[config.mk]
export PLATFORM = sky130hd
export DESIGN_NAME = sample_fifo
export DESIGN_NICKNAME = d
export VERILOG_FILES = /design/src/rtl/sfifo_pkg.sv /design/src/rtl/sfifo_ctrl.sv /design/src/rtl/sfifo_store.sv /design/src/rtl/sfifo_flags.sv /design/src/rtl/sample_fifo.sv
export SDC_FILE = /design/constraint.sdc
export NUM_CORES = 1
export LEC_CHECK = 0
export ABC_AREA = 1
export BUFFER_PORTS_ARGS = -buffer_cell sky130_fd_sc_hd__buf_2
export CORE_MARGIN = 2
export CORE_UTILIZATION = 35
export DETAILED_ROUTE_END_ITERATION = 10
export PLACE_DENSITY_LB_ADDON = 0.2
export SYNTH_ARGS = -nofsm -noshare
export SYNTH_HDL_FRONTEND = slang
export SYNTH_SLANG_ARGS = --single-unit
[constraint.sdc]
create_clock -name clk -period 4.7 [get_ports clk]
set_input_delay 0.47 -clock clk [delete_from_list [all_inputs] [get_ports clk]]
set_output_delay 0.47 -clock clk [all_outputs]
set_load 0.05 [all_outputs]
[src/rtl/sfifo_pkg.sv]
package sfifo_pkg;

    localparam int AXIS_W = 16;

    typedef struct packed {
        logic [AXIS_W-1:0] x;
        logic [AXIS_W-1:0] y;
        logic [AXIS_W-1:0] z;
    } sample_t;

    typedef enum logic {
        MODE_BYPASS = 1'b0,
        MODE_FIFO   = 1'b1
    } fmode_e;

    // Next entry count for the buffered mode.
    function automatic int unsigned fifo_next_count(int unsigned cnt, logic push, logic pop);
        return cnt + (push ? 1 : 0) - (pop ? 1 : 0);
    endfunction

endpackage

[src/rtl/sfifo_ctrl.sv]
module sfifo_ctrl
    import sfifo_pkg::*;
#(
    parameter int DEPTH = 32,
    localparam int CW = $clog2(DEPTH + 1)
) (
    input  logic          clk,
    input  logic          rst,
    input  fmode_e        mode_i,
    input  logic          wr_i,
    input  logic          rd_i,
    output fmode_e        mode_q,
    output logic          flush,
    output logic          push,
    output logic          pop,
    output logic [CW-1:0] cnt_q,
    output logic [CW-1:0] cnt_n
);

    localparam logic [CW-1:0] FULL = CW'(DEPTH);

    always_comb begin
        flush = (mode_i != mode_q);
        pop   = !flush && rd_i && (cnt_q != '0);
        if (mode_q == MODE_BYPASS) begin
            push = !flush && wr_i;
        end else begin
            push = !flush && wr_i && ((cnt_q != FULL) || pop);
        end

        if (flush) begin
            cnt_n = '0;
        end else if (mode_q == MODE_BYPASS) begin
            if (push)      cnt_n = CW'(1);
            else if (pop)  cnt_n = '0;
            else           cnt_n = cnt_q;
        end else begin
            cnt_n = CW'(fifo_next_count(int'(cnt_q), push, pop));
        end
    end

    always_ff @(posedge clk) begin
        if (rst) begin
            mode_q <= MODE_BYPASS;
            cnt_q  <= '0;
        end else begin
            mode_q <= mode_i;
            cnt_q  <= cnt_n;
        end
    end

endmodule

[src/rtl/sfifo_store.sv]
module sfifo_store
    import sfifo_pkg::*;
#(
    parameter int DEPTH = 32,
    localparam int AW = $clog2(DEPTH)
) (
    input  logic    clk,
    input  logic    rst,
    input  logic    flush,
    input  logic    bypass,
    input  logic    push,
    input  logic    pop,
    input  sample_t wdata,
    output sample_t rdata
);

    sample_t        mem [DEPTH];
    logic [AW-1:0]  wptr;
    logic [AW-1:0]  rptr;
    logic [AW-1:0]  waddr;

    // Bypass mode keeps its single holding slot at entry 0.
    assign waddr = bypass ? '0 : wptr;
    assign rdata = mem[rptr];

    always_ff @(posedge clk) begin
        if (rst || flush || bypass) begin
            wptr <= '0;
            rptr <= '0;
        end else begin
            if (push) wptr <= wptr + AW'(1);
            if (pop)  rptr <= rptr + AW'(1);
        end
    end

    always_ff @(posedge clk) begin
        if (push) mem[waddr] <= wdata;
    end

endmodule

[src/rtl/sfifo_flags.sv]
module sfifo_flags
    import sfifo_pkg::*;
#(
    parameter int DEPTH = 32,
    localparam int CW = $clog2(DEPTH + 1),
    localparam int LW = $clog2(DEPTH)
) (
    input  logic          clk,
    input  logic          rst,
    input  fmode_e        mode_q,
    input  logic          flush,
    input  logic          push,
    input  logic          pop,
    input  logic [CW-1:0] cnt_q,
    input  logic [CW-1:0] cnt_n,
    input  logic [LW-1:0] level,
    output logic          wm_q,
    output logic          ovr_q
);

    localparam logic [CW-1:0] FULL = CW'(DEPTH);

    logic wm_d;
    logic ovr_d;

    always_comb begin
        wm_d  = 1'b0;
        ovr_d = ovr_q;
        if (flush) begin
            ovr_d = 1'b0;
        end else if (mode_q == MODE_BYPASS) begin
            if (push && (cnt_q != '0) && !pop) ovr_d = 1'b1;
            else if (pop)                      ovr_d = 1'b0;
        end else begin
            wm_d = (level != '0) && (cnt_n >= CW'(level));
            if (cnt_n == FULL) ovr_d = 1'b1;
            else if (pop)      ovr_d = 1'b0;
        end
    end

    always_ff @(posedge clk) begin
        if (rst) begin
            wm_q  <= 1'b0;
            ovr_q <= 1'b0;
        end else begin
            wm_q  <= wm_d;
            ovr_q <= ovr_d;
        end
    end

endmodule

[src/rtl/sample_fifo.sv]
module sample_fifo
    import sfifo_pkg::*;
#(
    parameter int DEPTH = 32,
    localparam int CW = $clog2(DEPTH + 1),
    localparam int LW = $clog2(DEPTH)
) (
    input  logic              clk,
    input  logic              rst,
    input  logic              mode_i,
    input  logic [LW-1:0]     wm_level_i,
    input  logic              wr_i,
    input  logic [AXIS_W-1:0] x_i,
    input  logic [AXIS_W-1:0] y_i,
    input  logic [AXIS_W-1:0] z_i,
    input  logic              rd_i,
    output logic [AXIS_W-1:0] head_x_o,
    output logic [AXIS_W-1:0] head_y_o,
    output logic [AXIS_W-1:0] head_z_o,
    output logic [CW-1:0]     count_o,
    output logic              avail_o,
    output logic              wm_o,
    output logic              ovr_o
);

    fmode_e        mode_q;
    logic          flush;
    logic          push;
    logic          pop;
    logic [CW-1:0] cnt_q;
    logic [CW-1:0] cnt_n;
    sample_t       wdata;
    sample_t       head;

    assign wdata = '{x: x_i, y: y_i, z: z_i};

    sfifo_ctrl #(.DEPTH(DEPTH)) u_ctrl (
        .clk    (clk),
        .rst    (rst),
        .mode_i (fmode_e'(mode_i)),
        .wr_i   (wr_i),
        .rd_i   (rd_i),
        .mode_q (mode_q),
        .flush  (flush),
        .push   (push),
        .pop    (pop),
        .cnt_q  (cnt_q),
        .cnt_n  (cnt_n)
    );

    sfifo_store #(.DEPTH(DEPTH)) u_store (
        .clk    (clk),
        .rst    (rst),
        .flush  (flush),
        .bypass (mode_q == MODE_BYPASS),
        .push   (push),
        .pop    (pop),
        .wdata  (wdata),
        .rdata  (head)
    );

    sfifo_flags #(.DEPTH(DEPTH)) u_flags (
        .clk    (clk),
        .rst    (rst),
        .mode_q (mode_q),
        .flush  (flush),
        .push   (push),
        .pop    (pop),
        .cnt_q  (cnt_q),
        .cnt_n  (cnt_n),
        .level  (wm_level_i),
        .wm_q   (wm_o),
        .ovr_q  (ovr_o)
    );

    assign head_x_o = head.x;
    assign head_y_o = head.y;
    assign head_z_o = head.z;
    assign count_o  = cnt_q;
    assign avail_o  = (cnt_q != '0);

endmodule

==> flow_summary.json <==
{
  "outcome": "finished, final reports clean",
  "fillers": 16180,
  "cts_num_sinks": 1560,
  "crit_arrival_ps": 3890,
  "worst-path-max-fanout": 81,
  "final_layout_size_suffix_gt1_share_pct": 11.17,
  "yosysUniqueCellTypes": 30,
  "synth_fp_nets": 4537,
  "drt_iter0_markers": 3728,
  "p_leak_nw": 22.23,
  "syn_to_final_growth_pct": 14.41,
  "finalHoldViolCount": 0,
  "vias": 38620,
  "slew_headroom_pct": 32.81,
  "stdcell_area_um2": 69830,
  "coreArea_um2": 173600,
  "cpPeakStageDelay_ps": 560,
  "cts_htree_levels": 4,
  "internal_power_mw": 22.29,
  "rr_startpoint": "u_ctrl.cnt_q[2]",
  "maxCapViolCount": 0,
  "die_area_um2": 177700,
  "antenna_found_initial": 11,
  "ff2ff_setup_slack_ps": 710,
  "grt_max_degree": 135,
  "viasPerCell": 5.516,
  "clock-root-buffer": "clkbuf_16",
  "powerDensity_nw_per_um2": 404.1,
  "cts_made_buffers": 162,
  "rsz0062_at_grt": "no",
  "clkTransAtPathRegs_ps": 60,
  "synthCells": 4462,
  "die_h_um": 421.6,
  "clk_path_buf_depth": 3,
  "drt-pass1-iter-count": 5,
  "min_path_type": "in2reg",
  "globalRouteOverflowTotal": 0,
  "clk_latency_ps": 810,
  "synth_area_per_cell_um2": 13.68,
  "synthArstFlopShare_pct": 0,
  "comb_power_share_pct": 2.4,
  "holdPathStages": 5,
  "setup.worst_path.class": "reg2out",
  "postCtsHoldBufs": 4,
  "multi_input_area_um2": 13040,
  "crit_chain": "inv_8 -> buf_12 -> buf_4 -> o21ai_0 -> o22ai_1 -> o21ai_0 -> o21ai_1 -> nor2_1 -> a21oi_1 -> buf_2",
  "yosys.area_share.simple_pct": 7.489,
  "synth_warnings": 0,
  "muxShareOfSynthArea_pct": 0,
  "synth_ff_type": "edfxtp_1",
  "switchingPower_mw": 5.921,
  "setup_tns_ps": 0,
  "tightest_slew_ps": 1008,
  "netlist_area_um2": 61030,
  "wl_per_cell_um": 26.52,
  "gp_congestion": 0.7362,
  "worst_clock_skew_ps": 25.72,
  "ir_worst_vdd_v": 0.0003620,
  "ff2ff_path_depth": 22,
  "floorplan.initialDensity_pct": 35.15,
  "wirelength_um": 185700,
  "post_cts_resized": 0,
  "slew_viol_final": 0,
  "final-setup-viol-count": 0,
  "min_period_ps": 4363,
  "synth_compound_area_share_pct": 13.10,
  "required_ps": 4230,
  "cts_tree": "built",
  "remaining_drc_errors": 0,
  "dieWidth_um": 421.6,
  "seqCellArea_um2": 46620,
  "port-buffer-count": 114,
  "yosys.area_share.xor_xnor_pct": 0.01435,
  "clock.fmax_mhz": 229.2,
  "dp_hpwl_um": 91560,
  "yosys_register_bits": 1560,
  "sw_frac_of_total_pct": 20.99,
  "rows": 153,
  "yosysSeqAreaShare_pct": 76.36,
  "cpMaxStageDelayCell": "dfxtp_4",
  "postCtsSetupBuffers": 0,
  "grt_pass1_vias": 37350,
  "clockPowerShare_pct": 43.4,
  "synth_top_family_by_area": "compound AO/OA/AOI/OAI gates",
  "ioPinCount": 115,
  "grt_usage_pct": 20.37,
  "antenna_left": 0,
  "min_from": "wm_level_i[1]",
  "cp-start-kind": "register",
  "place_area_um2": 64800,
  "timing.critical_path.mode_cell": "o21ai_0",
  "grt_pass1_wl_um": 266900,
  "endpoint_kind": "output port",
  "fin_nets": 4621,
  "synth_fa_ha_area_share_pct": 0.3608,
  "finalCritPeriodShare_pct": 92.83,
  "seqPwrFrac_pct": 54.3,
  "synth_edf_count": 1536
}
## worst max-delay path: cells and delay by family, from the launching register on
family / cells / cell delay, ps
AOI/OAI and AO/OA: 5 / 740
buffers and inverters: 4 / 1610
DFF: 1 / 560
and+or+nand+nor: 1 / 80
## synth_stat cells (36+ instances only)
library cell,count,area (µm²)
nand3_1,120,600.6
edfxtp_1,1536,46120
a31oi_1,41,256.5
o21ai_0,793,3969
nor2_1,931,3495
buf_2,67,335.3
o221ai_1,286,2505
a21oi_1,53,265.3
clkbuf_1,227,852.1
o22ai_1,98,613.1
nand2_1,97,364.1
inv_1,36,135.1
o21ai_1,70,350.3
## sequential cells by signal (all words and copies together), names as in the netlist, named ones only
| signal | cells |
|---|---|
| u_store.rptr | 5 |
| u_ctrl.mode_q | 1 |
| u_store.wptr | 5 |
| u_flags.ovr_q | 1 |
| u_store.mem | 1536 |
| u_ctrl.cnt_q | 6 |
| u_flags.wm_q | 1 |
## logic make-up after synthesis
family | after synthesis
flip-flops | 1560
XOR/XNOR | 1
AND/OR/NAND/NOR | 1164
adder cells (fa/ha/maj) | 17
buffers and inverters | 374
AO/OA/AOI/OAI | 1346
## area by class of cell
| type | count | area share [%] |
|---|---|---|
| clock inverter | 97 | 1.061 |
| tap | 2325 | 4.166 |
| inverter | 41 | 0.2616 |
| sequential | 1560 | 66.77 |
| clock buffer | 194 | 6.069 |
| timing repair buffer | 253 | 2.989 |
| antenna | 4 | 0.01433 |
| multi-input combinational | 2528 | 18.67 |
## path summary, 6_finish.rpt
path,endpoint
min,u_flags.wm_q
min reg2reg,u_store.rptr[4]
max,head_y_o[5]
max reg2reg,u_flags.wm_q
## layer usage
metal	wire length, µm	global-route usage [%]	vias up
met3	9315	2.793	265
met5	54	0	-
met1	82510	28.23	20060
met4	4389	5.830	8
met2	89400	33.50	1126
li1	-	-	17170
## through the flow
step	utilization (%)	hold slack [ps]	power [mW]	setup WS, ps	std cells
2_1_floorplan	-	447.0	15.91	119.9	4462
3_3_place_gp	37.32	476.5	16.27	601.7	6703
3_5_place_dp	37.32	479.6	16.28	587.7	6703
4_1_cts	40.21	56.45	28.49	266.3	6998
5_1_grt	40.21	118.3	29.04	107.8	7001
6_report	40.22	111.9	28.21	336.8	7002
## power groups by stage
stage                     sequential, mW  clock [mW]  combinational, mW
after global routing                15.3        13.0              0.726
after global placement              15.6           0              0.667
after detailed placement            15.6           0              0.674
after floorplan                     15.6           0              0.297
after CTS                           15.3        12.5              0.677
final                               15.3        12.2              0.666
## layout by cell type, fill, tap and decap left out, types with 53 or more instances in the layout
cell type / netlist / routed
a21oi_1: 53 / 53
buf_2: 67 / 114
nor2_1: 931 / 899
o22ai_1: 98 / 98
o21ai_1: 70 / 70
nand2_1: 97 / 97
nand3_1: 120 / 120
o221ai_1: 286 / 286
edfxtp_1: 1536 / 1536
o21ai_0: 793 / 793
buf_4: 30 / 98
clkbuf_16: 0 / 165
(Power assumes the default switching activity.)
